`src/rtl/epp_pkg.sv`:
```
package epp_pkg;

    typedef enum logic [2:0] {
        ST_IDLE,
        ST_UNLOCK1,
        ST_UNLOCK2,
        ST_UNLOCK3,
        ST_LOAD,
        ST_POLL,
        ST_DONE,
        ST_ERROR
    } epp_state_t;

    typedef enum logic [1:0] {
        PH_OFF,
        PH_SETUP,
        PH_LOW,
        PH_HIGH
    } epp_phase_t;

    // keyed unlock preamble: address and data of each step
    localparam logic [12:0] KEY_ADDR_A = 13'h1555;
    localparam logic [12:0] KEY_ADDR_B = 13'h0AAA;
    localparam logic [7:0]  KEY_DATA_1 = 8'hAA;
    localparam logic [7:0]  KEY_DATA_2 = 8'h55;
    localparam logic [7:0]  KEY_DATA_3 = 8'hA0;

endpackage

```
`src/rtl/epp_strobe.sv`:
```
module epp_strobe
    import epp_pkg::*;
#(
    parameter int SETUP_CYC = 1,
    parameter int LOW_CYC   = 3,
    parameter int HIGH_CYC  = 2,
    localparam int MAX_CYC  = (SETUP_CYC > LOW_CYC) ?
                              ((SETUP_CYC > HIGH_CYC) ? SETUP_CYC : HIGH_CYC) :
                              ((LOW_CYC > HIGH_CYC) ? LOW_CYC : HIGH_CYC),
    localparam int CW       = $clog2(MAX_CYC + 1)
) (
    input  logic clk,
    input  logic rst_n,
    input  logic go_i,
    output logic we_n_o,
    output logic busy_o,
    output logic done_o
);

    epp_phase_t    phase_q;
    logic [CW-1:0] cnt_q;

    always_ff @(posedge clk or negedge rst_n) begin
        if (!rst_n) begin
            phase_q <= PH_OFF;
            cnt_q   <= '0;
        end else begin
            unique case (phase_q)
                PH_OFF: begin
                    if (go_i) begin
                        phase_q <= PH_SETUP;
                        cnt_q   <= CW'(SETUP_CYC - 1);
                    end
                end
                PH_SETUP: begin
                    if (cnt_q == '0) begin
                        phase_q <= PH_LOW;
                        cnt_q   <= CW'(LOW_CYC - 1);
                    end else begin
                        cnt_q <= cnt_q - 1'b1;
                    end
                end
                PH_LOW: begin
                    if (cnt_q == '0) begin
                        phase_q <= PH_HIGH;
                        cnt_q   <= CW'(HIGH_CYC - 1);
                    end else begin
                        cnt_q <= cnt_q - 1'b1;
                    end
                end
                PH_HIGH: begin
                    if (cnt_q == '0) begin
                        phase_q <= PH_OFF;
                    end else begin
                        cnt_q <= cnt_q - 1'b1;
                    end
                end
                default: phase_q <= PH_OFF;
            endcase
        end
    end

    always_comb begin
        we_n_o = (phase_q != PH_LOW);
        busy_o = (phase_q != PH_OFF);
        done_o = (phase_q == PH_HIGH) && (cnt_q == '0);
    end

endmodule

```
`src/rtl/epp_timeout.sv`:
```
module epp_timeout #(
    parameter int LIMIT = 4096,
    localparam int TW   = $clog2(LIMIT + 1)
) (
    input  logic clk,
    input  logic rst_n,
    input  logic run_i,
    output logic expired_o
);

    logic [TW-1:0] cnt_q;

    always_ff @(posedge clk or negedge rst_n) begin
        if (!rst_n) begin
            cnt_q <= '0;
        end else if (!run_i) begin
            cnt_q <= '0;
        end else if (cnt_q != TW'(LIMIT - 1)) begin
            cnt_q <= cnt_q + 1'b1;
        end
    end

    assign expired_o = run_i && (cnt_q == TW'(LIMIT - 1));

endmodule

```
`src/rtl/eeprom_page_prog.sv`:
```
module eeprom_page_prog
    import epp_pkg::*;
#(
    parameter int ADDR_W       = 13,
    parameter int DATA_W       = 8,
    parameter int PAGE_BYTES   = 64,
    parameter int SETUP_CYC    = 1,
    parameter int WP_LOW_CYC   = 3,
    parameter int WP_HIGH_CYC  = 2,
    parameter int READ_CYC     = 3,
    parameter int POLL_TIMEOUT = 4096,
    localparam int OFFS_W      = $clog2(PAGE_BYTES),
    localparam int PAGE_W      = ADDR_W - OFFS_W,
    localparam int CNT_W       = OFFS_W + 1,
    localparam int RD_W        = $clog2(READ_CYC + 1)
) (
    input  logic              clk,
    input  logic              rst_n,
    input  logic              start_i,
    input  logic [PAGE_W-1:0] page_i,
    input  logic [CNT_W-1:0]  count_i,
    output logic [OFFS_W-1:0] buf_idx_o,
    input  logic [DATA_W-1:0] buf_data_i,
    output logic [ADDR_W-1:0] mem_addr_o,
    output logic [DATA_W-1:0] mem_dout_o,
    input  logic [DATA_W-1:0] mem_din_i,
    output logic              mem_ce_n_o,
    output logic              mem_we_n_o,
    output logic              mem_oe_n_o,
    output logic              busy_o,
    output logic              done_o,
    output logic              fail_o
);

    epp_state_t        state_q;
    logic [PAGE_W-1:0] page_q;
    logic [CNT_W-1:0]  count_q;
    logic [OFFS_W-1:0] idx_q;
    logic [ADDR_W-1:0] addr_q;
    logic [DATA_W-1:0] data_q;
    logic              issued_q;
    logic [RD_W-1:0]   poll_cnt_q;

    logic              go;
    logic              stb_busy;
    logic              stb_done;
    logic              tmo_expired;
    logic              start_ok;
    logic              last_byte;
    logic              poll_sample;
    logic              poll_match;
    logic [ADDR_W-1:0] wr_addr;
    logic [DATA_W-1:0] wr_data;

    epp_strobe #(
        .SETUP_CYC (SETUP_CYC),
        .LOW_CYC   (WP_LOW_CYC),
        .HIGH_CYC  (WP_HIGH_CYC)
    ) u_strobe (
        .clk    (clk),
        .rst_n  (rst_n),
        .go_i   (go),
        .we_n_o (mem_we_n_o),
        .busy_o (stb_busy),
        .done_o (stb_done)
    );

    epp_timeout #(
        .LIMIT (POLL_TIMEOUT)
    ) u_timeout (
        .clk       (clk),
        .rst_n     (rst_n),
        .run_i     (state_q == ST_POLL),
        .expired_o (tmo_expired)
    );

    assign start_ok    = start_i && (count_i != '0) && (count_i <= CNT_W'(PAGE_BYTES));
    assign last_byte   = (CNT_W'(idx_q) == count_q - CNT_W'(1));
    assign poll_sample = (state_q == ST_POLL) && (poll_cnt_q == RD_W'(READ_CYC));
    assign poll_match  = (mem_din_i[DATA_W-1] == data_q[DATA_W-1]);

    // address and data presented for the write of the current state
    always_comb begin
        wr_addr = {page_q, idx_q};
        wr_data = buf_data_i;
        unique case (state_q)
            ST_UNLOCK1: begin
                wr_addr = ADDR_W'(KEY_ADDR_A);
                wr_data = DATA_W'(KEY_DATA_1);
            end
            ST_UNLOCK2: begin
                wr_addr = ADDR_W'(KEY_ADDR_B);
                wr_data = DATA_W'(KEY_DATA_2);
            end
            ST_UNLOCK3: begin
                wr_addr = ADDR_W'(KEY_ADDR_A);
                wr_data = DATA_W'(KEY_DATA_3);
            end
            default: begin
                wr_addr = {page_q, idx_q};
                wr_data = buf_data_i;
            end
        endcase
    end

    // state register and datapath registers
    always_ff @(posedge clk or negedge rst_n) begin
        if (!rst_n) begin
            state_q    <= ST_IDLE;
            page_q     <= '0;
            count_q    <= '0;
            idx_q      <= '0;
            addr_q     <= '0;
            data_q     <= '0;
            issued_q   <= 1'b0;
            poll_cnt_q <= '0;
        end else begin
            if (go) begin
                addr_q   <= wr_addr;
                data_q   <= wr_data;
                issued_q <= 1'b1;
            end
            unique case (state_q)
                ST_IDLE: begin
                    if (start_ok) begin
                        page_q  <= page_i;
                        count_q <= count_i;
                        idx_q   <= '0;
                        state_q <= ST_UNLOCK1;
                    end
                end
                ST_UNLOCK1: begin
                    if (stb_done) begin
                        issued_q <= 1'b0;
                        state_q  <= ST_UNLOCK2;
                    end
                end
                ST_UNLOCK2: begin
                    if (stb_done) begin
                        issued_q <= 1'b0;
                        state_q  <= ST_UNLOCK3;
                    end
                end
                ST_UNLOCK3: begin
                    if (stb_done) begin
                        issued_q <= 1'b0;
                        state_q  <= ST_LOAD;
                    end
                end
                ST_LOAD: begin
                    if (stb_done) begin
                        issued_q <= 1'b0;
                        if (last_byte) begin
                            poll_cnt_q <= '0;
                            state_q    <= ST_POLL;
                        end else begin
                            idx_q <= idx_q + 1'b1;
                        end
                    end
                end
                ST_POLL: begin
                    if (poll_sample && poll_match) begin
                        state_q <= ST_DONE;
                    end else if (tmo_expired) begin
                        state_q <= ST_ERROR;
                    end else if (poll_sample) begin
                        poll_cnt_q <= '0;
                    end else begin
                        poll_cnt_q <= poll_cnt_q + 1'b1;
                    end
                end
                ST_DONE:  state_q <= ST_IDLE;
                ST_ERROR: state_q <= ST_IDLE;
                default:  state_q <= ST_IDLE;
            endcase
        end
    end

    // outputs decoded from the state
    always_comb begin
        go         = 1'b0;
        mem_ce_n_o = 1'b1;
        mem_oe_n_o = 1'b1;
        busy_o     = 1'b1;
        done_o     = 1'b0;
        fail_o     = 1'b0;
        unique case (state_q)
            ST_IDLE: busy_o = 1'b0;
            ST_UNLOCK1, ST_UNLOCK2, ST_UNLOCK3, ST_LOAD: begin
                mem_ce_n_o = 1'b0;
                go         = !issued_q && !stb_busy;
            end
            ST_POLL: begin
                mem_ce_n_o = 1'b0;
                mem_oe_n_o = (poll_cnt_q == '0);
            end
            ST_DONE:  done_o = 1'b1;
            ST_ERROR: fail_o = 1'b1;
            default:  busy_o = 1'b1;
        endcase
    end

    assign mem_addr_o = addr_q;
    assign mem_dout_o = data_q;
    assign buf_idx_o  = idx_q;

endmodule

```
`config.mk`:
```
export PLATFORM = sky130hd
export DESIGN_NAME = eeprom_page_prog
export DESIGN_NICKNAME = d
export VERILOG_FILES = /design/src/rtl/epp_pkg.sv /design/src/rtl/epp_strobe.sv /design/src/rtl/epp_timeout.sv /design/src/rtl/eeprom_page_prog.sv
export SDC_FILE = /design/constraint.sdc
export NUM_CORES = 1
export LEC_CHECK = 0
export ABC_AREA = 1
export ABC_CLOCK_PERIOD_IN_PS = 1900
export CAP_MARGIN = 20
export CORE_ASPECT_RATIO = 0.8
export CORE_MARGIN = 1
export CORE_UTILIZATION = 40
export CTS_CLUSTER_DIAMETER = 40
export DETAILED_ROUTE_END_ITERATION = 6
export DONT_BUFFER_PORTS = 1
export PLACE_DENSITY = 0.53
export SYNTH_ARGS = -nofsm -noshare
export SYNTH_HDL_FRONTEND = slang
export SYNTH_HIERARCHICAL = 1
export SYNTH_SLANG_ARGS = --single-unit
```
`constraint.sdc`:
```
create_clock -name clk -period 1.9 [get_ports clk]
set_clock_uncertainty 0.05 [all_clocks]
set_input_delay 0.285 -clock clk [delete_from_list [all_inputs] [get_ports clk]]
set_output_delay 0.285 -clock clk [all_outputs]
set_load 0.01 [all_outputs]
```
==> impl_metrics.prom <==
# TYPE chip_impl_metric gauge
chip_impl_info{name="cts_root_buf",value="clkbuf_16"} 1
chip_impl_metric{name="max_freq",unit="MHz"} 551.6
chip_impl_metric{name="final_core_util",unit=""} 0.4866
chip_impl_metric{name="design.core.area",unit="mm2"} 0.009076
chip_impl_metric{name="detail_route.wl_per_cell",unit="um"} 13.47
chip_impl_info{name="class_of_the_worst_hold_path",value="in2reg"} 1
chip_impl_metric{name="area_of_all_placed_cells_without_fillers",unit="mm2"} 0.004417
chip_impl_metric{name="grt_first_pass_wirelength",unit="um"} 14680
chip_impl_metric{name="post_layout_net_count",unit=""} 562
chip_impl_info{name="r2r-end",value="state_q[2]"} 1
chip_impl_metric{name="total_leakage_power",unit="nW"} 2.282
chip_impl_metric{name="start_util",unit=""} 0.4120
chip_impl_metric{name="syn-num-nets",unit=""} 536
chip_impl_metric{name="dr.pass1.iters",unit=""} 4
chip_impl_info{name="yosys.cell_count.top_type",value="nand2_1"} 1
chip_impl_metric{name="actual_transition_at_the_worst_max_transition_pin",unit="ps"} 420.2
chip_impl_metric{name="final_layout_size_suffix_gt1_frac",unit=""} 0.1750
chip_impl_metric{name="clkSinkCount",unit=""} 64
chip_impl_metric{name="number_of_global_route_vias_before_repair",unit=""} 3007
chip_impl_metric{name="worst_slack",unit="ps"} 87.25
chip_impl_metric{name="ctsHtreeMaxLevel",unit=""} 3
chip_impl_metric{name="die_h",unit="um"} 88.49
chip_impl_info{name="timing.critical_path.slowest_stage_cell",value="dfrtp_1"} 1
chip_impl_metric{name="worstHoldPathCells",unit=""} 2
chip_impl_metric{name="synthArstFlopShare",unit=""} 1.000
chip_impl_info{name="cp_top_family",value="simple AND/OR/NAND/NOR gates"} 1
chip_impl_metric{name="synth_top_cell_area_share",unit=""} 0.4282
chip_impl_metric{name="report.final.slew_viol_count",unit=""} 0
chip_impl_metric{name="dp_hpwl",unit="um"} 6021
chip_impl_metric{name="r2r_slack",unit="ps"} 90
chip_impl_metric{name="number_of_flops_mapped_to_enable_cells_by_yosys",unit=""} 0
chip_impl_info{name="worst_setup_sp_type",value="flip-flop"} 1
chip_impl_metric{name="maximum_number_of_pins_on_one_net_before_global_route_repair",unit=""} 65
chip_impl_metric{name="clk_latency",unit="ps"} 330
chip_impl_info{name="run_status",value="finished, final reports clean"} 1
chip_impl_info{name="unrepaired_setup_endpoints_after_global_routing",value="yes"} 1
chip_impl_metric{name="clk_pin_slew_worst_paths",unit="ps"} 50
chip_impl_metric{name="gp_congestion",unit=""} 0.8488
chip_impl_metric{name="detail_route.drc_violations",unit=""} 0
chip_impl_metric{name="ff2ff_path_depth",unit=""} 13
chip_impl_metric{name="synth_seq_area_share",unit=""} 0.4282
chip_impl_info{name="primary_ff_master_synth",value="dfrtp_1"} 1
chip_impl_metric{name="die-width",unit="um"} 110.1
chip_impl_metric{name="critical_path_buf_inv_count",unit=""} 3
chip_impl_metric{name="setup_slack_after_placement",unit="ps"} -10.30
chip_impl_metric{name="die_area",unit="mm2"} 0.009743
chip_impl_metric{name="total_congestion_overflow_after_global_routing",unit=""} 0
chip_impl_info{name="tritoncts_clock_tree",value="yes"} 1
chip_impl_info{name="timing.setup.critical_path_class",value="reg2reg"} 1
chip_impl_metric{name="numPortBuffers",unit=""} 0
chip_impl_metric{name="synth.cell_area",unit="mm2"} 0.003740
chip_impl_metric{name="arrival_time_of_the_worst_setup_path",unit="ps"} 2020
chip_impl_metric{name="synthesis.area_per_instance",unit="um2"} 7.617
chip_impl_metric{name="pwr_density",unit="mW/mm2"} 720.6
chip_impl_metric{name="ys_ff_latch",unit=""} 64
chip_impl_metric{name="hold_viol_final",unit=""} 0
chip_impl_metric{name="groute.usage.overall",unit=""} 0.1986
chip_impl_metric{name="antennaDiodeCount",unit=""} 0
chip_impl_metric{name="slew_headroom",unit=""} 0.7177
chip_impl_metric{name="grt_antenna_before_repair",unit=""} 0
chip_impl_metric{name="setup_viol_count_final",unit=""} 0
chip_impl_metric{name="via_count",unit=""} 3096
chip_impl_info{name="ys_top_cells_by_count",value="nand2_1, dfrtp_1, inv_1, nor2_1, nand3_1"} 1
chip_impl_metric{name="placed_cell_area",unit="mm2"} 0.003971
chip_impl_info{name="cp_common_cell",value="nand2_1"} 1
chip_impl_metric{name="numCtsBuffers",unit=""} 9
chip_impl_metric{name="ioPinCount",unit=""} 66
chip_impl_metric{name="layout.filler_cells",unit=""} 914
chip_impl_metric{name="avgViaCountPerCell",unit=""} 4.876
chip_impl_info{name="r2r_start",value="u_timeout/cnt_q[1]"} 1
chip_impl_metric{name="cts_max_path_buffers",unit=""} 2
chip_impl_metric{name="crit_path_max_fanout",unit=""} 3
chip_impl_info{name="crit_path_cell_trace",value="ha_4, nand3_4, inv_4, nand2_4, inv_2, nand2_2, nor3b_2, nand3b_1, nand2_1, a21oi_2, buf_4, nand3_1, nand2_1"} 1
chip_impl_metric{name="initialDrtViolationCount",unit=""} 211
chip_impl_metric{name="ant_nets",unit=""} 0
chip_impl_metric{name="fin_crit",unit="ps"} 1813
chip_impl_metric{name="final_clock_period_utilization_by_the_worst_path",unit=""} 0.9541
chip_impl_metric{name="cp_data_required_time",unit="ps"} 2110
chip_impl_metric{name="critical_path.max_stage_delay",unit="ps"} 390
chip_impl_metric{name="total_power",unit="mW"} 3.183
chip_impl_metric{name="irDropWorstVdd",unit="mV"} 0.4058
chip_impl_info{name="min_delay_worst_endpoint",value="page_q[3]"} 1
chip_impl_metric{name="postSynthCellCount",unit=""} 491
chip_impl_metric{name="finalWirelength",unit="um"} 8551
chip_impl_metric{name="area.growth.synth_to_final",unit="%"} 18.10
chip_impl_metric{name="max_cap_viol_count",unit=""} 0
chip_impl_metric{name="row_count",unit=""} 31
chip_impl_metric{name="yosysWarnings",unit=""} 6
chip_impl_metric{name="synth.lib_cells_used.distinct",unit=""} 37
chip_impl_info{name="timing.critical_path.to_type",value="flip-flop"} 1
chip_impl_info{name="netlist_top_cells_area",value="dfrtp_1, nand2_1, inv_1"} 1
chip_impl_metric{name="final.hold.worst_slack",unit="ps"} 36.89
chip_impl_info{name="synth_area_leader_cell",value="dfrtp_1"} 1
chip_impl_info{name="hp-start",value="page_i[3]"} 1
-- logic make-up after synthesis --
group / Yosys count / share of synthesized area
compound gates: 68 / 0.1044
xor+xnor: 7 / 0.01639
fa+ha+maj: 12 / 0.04015
buf+inv: 81 / 0.09234
flops: 64 / 0.4282
simple gates: 259 / 0.3185
-- per-layer routing --
metal,share of wire,vias up,track usage
met4,0.0073,0,0.06699
met1,0.50,1410,0.2754
met3,0.048,9,0.05081
met5,0,-,0
li1,-,1619,-
met2,0.45,58,0.3028
-- where the power goes --
group	switching [mW]	total, mW	internal [mW]
Sequential	0.0115	1.38	1.37
Clock	0.572	1.74	1.17
Combinational	0.0391	0.0575	0.0185
-- worst reg2reg max path, stage by stage, from the launching register on --
cell and delay (ps):
dfrtp_1 390, ha_4 180, nand3_4 90, inv_4 80, nand2_4 50, inv_2 60, nand2_2 50, nor3b_2 130
nand3b_1 130, nand2_1 90, a21oi_2 170, buf_4 140, nand3_1 60, nand2_1 70
-- sequential cells by signal (all words and copies together) (netlist names) --
register and flops:
page_q 7, buf_idx_o 6, mem_addr_o 13, count_q 7, u_strobe/phase_q 2, u_timeout/cnt_q 13
state_q 3, issued_q 1, poll_cnt_q 2, mem_dout_o 8, u_strobe/cnt_q 2
-- placed cells by master, fill, tap and decap left out, types with 2 or more instances in the layout --
cell type and n:
nand2_4 4, nand3_1 40, nand2_2 11, clkbuf_16 9, inv_2 7, nor2_1 42, nor2_2 7, nor3_1 2
a21oi_1 25, buf_4 26, nand3b_1 3, bufinv_16 2, or2_2 5, o211ai_1 14, xnor2_1 4, inv_1 57
nor2_4 3, nand2_1 128, dfrtp_1 63, xor2_1 3, ha_1 10, o21ai_0 18, o21ai_1 6, nand4_1 7
-- timing repair --
item,in CTS,in global routing
pin swaps,0,5
hold endpoints to repair,64,0
hold buffers,2,0
setup endpoints to repair,5,12
resized for setup,3,15
setup buffers,1,4
-- stage by stage --
| stage | instances | TNS, ps |
|---|---|---|
| after floorplan | 491 | 0 |
| after detailed placement | 614 | -10.30 |
| final | 635 | 0 |
| after global placement | 614 | 0 |
| after CTS | 631 | 0 |
| after global routing | 635 | -90.23 |
-- worst max-delay path by stage --
stage,from,endpoint,slack [ps],cells after the start
floorplan,state_q[1],u_strobe/phase_q[0],110,13
global placement,count_q[0],state_q[2],70,13
detailed placement,count_q[1],poll_cnt_q[0],-10,13
CTS,state_q[1],mem_oe_n_o,4,6
global route,u_timeout/cnt_q[1],state_q[0],-30,13
finish,u_timeout/cnt_q[1],state_q[2],90,13
-- layout make-up --
class	count	area [um2]	share of cell area
sequential	64	1603	0.3629
tap	115	143.9	0.03258
inverter	66	250.2	0.05666
clock inverter	3	67.56	0.01530
clock buffer	11	242.7	0.05496
multi-input combinational	346	1846	0.4178
timing repair buffer	30	264.0	0.05977
Power figures use the tool's default switching activity.
